--- src/rtl/prefix_ap_pkg.sv ---
package prefix_ap_pkg;
  // Pair of (first bit, last bit) selecting which bit value each scan hunts for.
  typedef enum logic [1:0] {
    ENDS_00 = 2'b00,
    ENDS_01 = 2'b01,
    ENDS_10 = 2'b10,
    ENDS_11 = 2'b11
  } ends_kind_e;
endpackage

--- src/rtl/pap_bounds.sv ---
module pap_bounds
  import prefix_ap_pkg::*;
#(
  parameter  int W  = 32,
  localparam int IW = $clog2(W),
  localparam int LW = $clog2(W + 1)
) (
  input  logic [W-1:0]  pfx,
  input  logic [LW-1:0] len,
  output logic [IW-1:0] lidx,
  output logic          lfound,
  output logic [IW-1:0] ridx,
  output logic          rfound
);
  logic [W-1:0] pos;  // pos[k] is the bit at prefix position k
  logic         first_b, last_b, l_tgt, r_tgt;
  ends_kind_e   kind;

  for (genvar k = 0; k < W; k++) begin : g_rev
    assign pos[k] = pfx[W-1-k];
  end

  always_comb begin
    first_b = pos[0];
    last_b  = 1'b0;
    for (int k = 0; k < W; k++) begin
      if (k + 1 == int'(len)) last_b = pos[k];
    end
    kind = ends_kind_e'({first_b, last_b});
    unique case (kind)
      ENDS_00: begin l_tgt = 1'b1; r_tgt = 1'b1; end
      ENDS_01: begin l_tgt = 1'b1; r_tgt = 1'b0; end
      ENDS_10: begin l_tgt = 1'b0; r_tgt = 1'b1; end
      ENDS_11: begin l_tgt = 1'b0; r_tgt = 1'b0; end
    endcase

    // Leading boundary: smallest position that holds the target value.
    lfound = 1'b0;
    lidx   = '0;
    for (int k = W - 1; k >= 1; k--) begin
      if (k < int'(len) && pos[k] == l_tgt) begin
        lfound = 1'b1;
        lidx   = IW'(k);
      end
    end

    // Trailing boundary: largest position before the last bit with the target value.
    rfound = 1'b0;
    ridx   = '0;
    for (int k = 0; k < W - 1; k++) begin
      if (k < int'(len) - 1 && pos[k] == r_tgt) begin
        rfound = 1'b1;
        ridx   = IW'(k);
      end
    end
  end
endmodule

--- src/rtl/pap_slice.sv ---
module pap_slice #(
  parameter  int W  = 32,
  localparam int IW = $clog2(W),
  localparam int LW = $clog2(W + 1)
) (
  input  logic [W-1:0]  pfx,
  input  logic [LW-1:0] len,
  input  logic [IW-1:0] lidx,
  input  logic          lfound,
  input  logic [IW-1:0] ridx,
  input  logic          rfound,
  output logic [LW-1:0] x_len,
  output logic [LW-1:0] z_len,
  output logic [W-1:0]  ap,
  output logic [LW-1:0] ap_len
);
  logic [W-1:0] shifted, keep;

  always_comb begin
    x_len   = '0;
    z_len   = '0;
    ap_len  = '0;
    ap      = '0;
    shifted = '0;
    keep    = '0;
    if (lfound && rfound && int'(ridx) > int'(lidx) + 1) begin
      x_len   = LW'(int'(lidx) + 1);
      z_len   = LW'(int'(len) - int'(ridx));
      ap_len  = LW'(int'(ridx) - int'(lidx) - 1);
      shifted = pfx << (int'(lidx) + 1);
      keep    = ~({W{1'b1}} >> ap_len);
      ap      = shifted & keep;
    end
  end
endmodule

--- src/rtl/prefix_ap_extractor.sv ---
module prefix_ap_extractor #(
  parameter  int W  = 32,
  localparam int IW = $clog2(W),
  localparam int LW = $clog2(W + 1)
) (
  input  logic          clk,
  input  logic          rst_n,
  input  logic          in_valid,
  output logic          in_ready,
  input  logic [W-1:0]  in_prefix,
  input  logic [LW-1:0] in_len,
  output logic          out_valid,
  input  logic          out_ready,
  output logic [LW-1:0] out_x_len,
  output logic [LW-1:0] out_z_len,
  output logic [W-1:0]  out_ap,
  output logic [LW-1:0] out_ap_len,
  output logic          out_conflict
);
  logic          adv;
  logic [LW-1:0] len_c;
  logic [W-1:0]  pfx_m;
  logic [IW-1:0] b_lidx, b_ridx;
  logic          b_lf, b_rf;

  // Stage 1 registers
  logic          s1_v;
  logic [W-1:0]  s1_pfx;
  logic [LW-1:0] s1_len;
  logic [IW-1:0] s1_lidx, s1_ridx;
  logic          s1_lf, s1_rf;

  // Slice results and conflict history
  logic [LW-1:0] sl_x, sl_z, sl_len;
  logic [W-1:0]  sl_ap;
  logic [W-1:0]  hist_ap;
  logic [LW-1:0] hist_len;
  logic          hist_ok;

  assign adv      = !(out_valid && !out_ready);
  assign in_ready = adv;

  always_comb begin
    len_c = (int'(in_len) > W) ? LW'(W) : in_len;
    pfx_m = (len_c == '0) ? '0 : (in_prefix & ~({W{1'b1}} >> len_c));
  end

  pap_bounds #(.W(W)) u_bounds (
    .pfx(pfx_m), .len(len_c),
    .lidx(b_lidx), .lfound(b_lf), .ridx(b_ridx), .rfound(b_rf)
  );

  always_ff @(posedge clk) begin
    if (!rst_n) begin
      s1_v    <= 1'b0;
      s1_pfx  <= '0;
      s1_len  <= '0;
      s1_lidx <= '0;
      s1_ridx <= '0;
      s1_lf   <= 1'b0;
      s1_rf   <= 1'b0;
    end else if (adv) begin
      s1_v <= in_valid;
      if (in_valid) begin
        s1_pfx  <= pfx_m;
        s1_len  <= len_c;
        s1_lidx <= b_lidx;
        s1_ridx <= b_ridx;
        s1_lf   <= b_lf;
        s1_rf   <= b_rf;
      end
    end
  end

  pap_slice #(.W(W)) u_slice (
    .pfx(s1_pfx), .len(s1_len),
    .lidx(s1_lidx), .lfound(s1_lf), .ridx(s1_ridx), .rfound(s1_rf),
    .x_len(sl_x), .z_len(sl_z), .ap(sl_ap), .ap_len(sl_len)
  );

  always_ff @(posedge clk) begin
    if (!rst_n) begin
      out_valid    <= 1'b0;
      out_x_len    <= '0;
      out_z_len    <= '0;
      out_ap       <= '0;
      out_ap_len   <= '0;
      out_conflict <= 1'b0;
      hist_ap      <= '0;
      hist_len     <= '0;
      hist_ok      <= 1'b0;
    end else if (adv) begin
      out_valid <= s1_v;
      if (s1_v) begin
        out_x_len    <= sl_x;
        out_z_len    <= sl_z;
        out_ap       <= sl_ap;
        out_ap_len   <= sl_len;
        out_conflict <= hist_ok && (sl_len != '0) && (sl_len == hist_len) && (sl_ap == hist_ap);
        hist_ap      <= sl_ap;
        hist_len     <= sl_len;
        hist_ok      <= 1'b1;
      end
    end
  end
endmodule

--- config.mk ---
export PLATFORM = sky130hd
export DESIGN_NAME = prefix_ap_extractor
export DESIGN_NICKNAME = d
export VERILOG_FILES = /design/src/rtl/prefix_ap_pkg.sv /design/src/rtl/pap_bounds.sv /design/src/rtl/pap_slice.sv /design/src/rtl/prefix_ap_extractor.sv
export SDC_FILE = /design/constraint.sdc
export NUM_CORES = 1
export LEC_CHECK = 0
export ABC_AREA = 1
export ABC_CLOCK_PERIOD_IN_PS = 8330
export BUFFER_PORTS_ARGS = -buffer_cell sky130_fd_sc_hd__buf_2
export CORE_MARGIN = 2
export CORE_UTILIZATION = 55
export DETAILED_ROUTE_END_ITERATION = 12
export PLACE_DENSITY = 0.84
export SLEW_MARGIN = 40
export SYNTH_ARGS = -nofsm -noshare
export SYNTH_HDL_FRONTEND = slang
export SYNTH_SLANG_ARGS = --single-unit
--- constraint.sdc ---
create_clock -name clk -period 8.33 [get_ports clk]
set_input_delay 2.0825 -clock clk [delete_from_list [all_inputs] [get_ports clk]]
set_output_delay 2.0825 -clock clk [all_outputs]
set_load 0.01 [all_outputs]
==> metrics.txt <==
P_leak 4.864 nW; final setup fails 0; FF+latch count, synth 104; vias in the first global route 10240; fin nets 1722; CP Capture Type register; # diodes 0; VDD IR max 0.1279 mV; drt drc 0; status finished clean; library cells used by synthesis 58; RePlAce Congestion 1.030; PnR worst setup slack 0.9633 ns; initial DRC count 1272; crit path launch type input port; critical path peak fanout 8; Final ANT Viol Nets 0; Syn Std Cell Area 9309 um^2; H-tree lvl count 3; dominant cells by area after synthesis dfxtp_1, nand2_1, o21ai_0; critical path class in -> reg; Syn Inst Count 1588; crit-path most repeated cell nand2_1; die area 17980 um^2; Worst Skew 0.01359 ns; synth cell count leaders nand2_1, o21ai_0, nor2_1; Worst slew margin 45.82%; Final min period 7.367 ns; Synth Flop Type dfxtp_1; Achievable Freq 0.1357 GHz; initial antenna violation count 0; DR WL/cell 18.54 um; most frequent cell after synthesis nand2_1; die width 134.1 um; share of layout cells above drive strength 1 11.81%; Synth Warn # 0; TritonCTS clock tree yes; I/O Buffers 94; Synth top area share 22.37%; cell taking the most area after synthesis dfxtp_1; Post-Route WL 34.85 mm; DRT Pass-1 Iters 6; clk root buf clkbuf_16; RSZ-0062 raised after global routing false; via count 11220; Fin Setup TNS 0 ns; Total GRT Usage 38.51%; pwr dens 176.9 nW/um^2; DP Wirelength 27.36 mm; Worst Hold Class reg -> reg; maxcap violations 0; part of the cycle the worst path needs 88.44%; Slew Limit Fails 0; first-pass GRT wire length 54.25 mm; Final Hold Viols 0; Post-CTS Setup Inserts 0; Num CTS Buffers 9; Ports 95; synthesized area per cell 5.862 um^2; ys async rst share 0%; via/cell ratio 5.972; multi-input combinational cell area 6339 um^2; Post-synth EDFFs 0; area delta synth->final 11.52%; CTS clk-pin slew, worst paths 0.08 ns; CP required 8.63 ns; total area of sequential cells 2082 um^2; Initial Util 56.13%; worst skew pair latency 0.36 ns; Worst EP arrival 7.67 ns; Core Rows 47; Fillers 1689; Core Region 16580 um^2; # clock sinks 104; CTS Buffer Depth 2; sequential share of the synthesized area 22.37%; syn_nets 1656; pre-CTS WS 0.4195 ns; CP peak stage delay 0.27 ns; Critical-path top delay cell ha_2; grt ovf 0; Die H 134.1 um; largest net degree at the start of global routing 73; Worst Tran Pin Value 0.8118 ns
==> worst max-delay path: cells and delay by family <==
kind            cells  cell delay, ns
fa+ha+maj           3            0.66
compound gates      5            0.53
simple gates       62            3.78
buf+inv             5            0.58
==> layer usage <==
layer	part of all wire, %	track usage (%)	vias to the layer above
met3	8.5	7.143	107
met1	42	50.62	5129
li1	-	-	5439
met2	45	61.48	546
met5	0	0	-
met4	4.7	17.60	0
==> state kept, by name, indices dropped and copies added (netlist names), 5 cells and up <==
name / flops
s1_pfx: 32
out_x_len: 6
s1_len: 6
hist_ap: 32
hist_len: 6
s1_ridx: 5
s1_lidx: 5
out_z_len: 6
==> worst paths after layout <==
kind                                   start           end  slack (ns)  depth (start not counted)
worst max-delay path               in_len[5]    s1_ridx[0]        0.96                         75
worst min-delay path            out_x_len[5]  out_x_len[5]        0.43                          2
worst max register to register    s1_lidx[1]  out_conflict        2.94                         21
worst min register to register  out_x_len[5]  out_x_len[5]        0.43                          2
==> area by class of cell <==
class | instances | area share, %
Clock buffer | 12 | 2.567
Clock inverter | 4 | 0.5424
Inverter | 167 | 6.087
Multi-Input combinational cell | 1247 | 61.06
Sequential cell | 104 | 20.06
Tap cell | 220 | 2.652
Timing Repair Buffer | 125 | 7.039
==> metrics by stage <==
step	area [um^2]	std cells	hold slack (ns)	power, mW	utilization [%]
final	10380	1879	0.4327	1.836	62.60
after global routing	10380	1879	0.4588	1.954	62.60
after CTS	10360	1879	0.4365	1.814	62.50
after detailed placement	10040	1863	0.4262	1.349	60.56
after global placement	10000	1861	0.4207	1.340	60.30
after floorplan	9309	1588	0.4310	1.120	-
==> cells by family (layout without fill, tap and decap cells) <==
kind of cell	count (synthesis)	count (layout)	synth area share, %
AO/OA/AOI/OAI	434	434	26.79
XOR/XNOR	33	33	3.105
adder cells (fa/ha/maj)	26	26	3.656
buffers and inverters	237	308	9.906
flip-flops	104	104	22.37
multiplexers	8	8	0.8602
AND/OR/NAND/NOR	746	746	33.32
==> where the power goes <==
part	total (mW)	internal [mW]	switching [mW]
clock	0.467	0.261	0.205
combinational	0.807	0.256	0.551
sequential	0.562	0.530	0.0326
total	1.84	1.05	0.789
==> cells in the final DEF (no fill, tap or decap), drive strengths merged, types with 2 or more instances in the layout <==
cell     instances
o2111ai          7
buf            125
nor2           168
a21boi           3
ha              24
o21ai          191
fa               2
nand3b           2
a31oi           13
mux2i            8
a2111oi          2
or2              4
a221oi           6
clkbuf          12
a211oi          16
o21bai           3
inv            168
o211ai          29
o22ai            7
nand3           85
a21oi          140
o221ai           6
o31ai            4
nor4             7
nand2          452
dfxtp          104
xnor2           12
clkinv           2
xor2            21
a22o             2
nand4            7
nor3            20
==> timing repair <==
| action | CTS | global route |
|---|---|---|
| gates resized for setup | 0 | 5 |
| hold buffers | 0 | 0 |
| setup endpoints to repair | 0 | 1 |
Power figures use the tool's default switching activity.
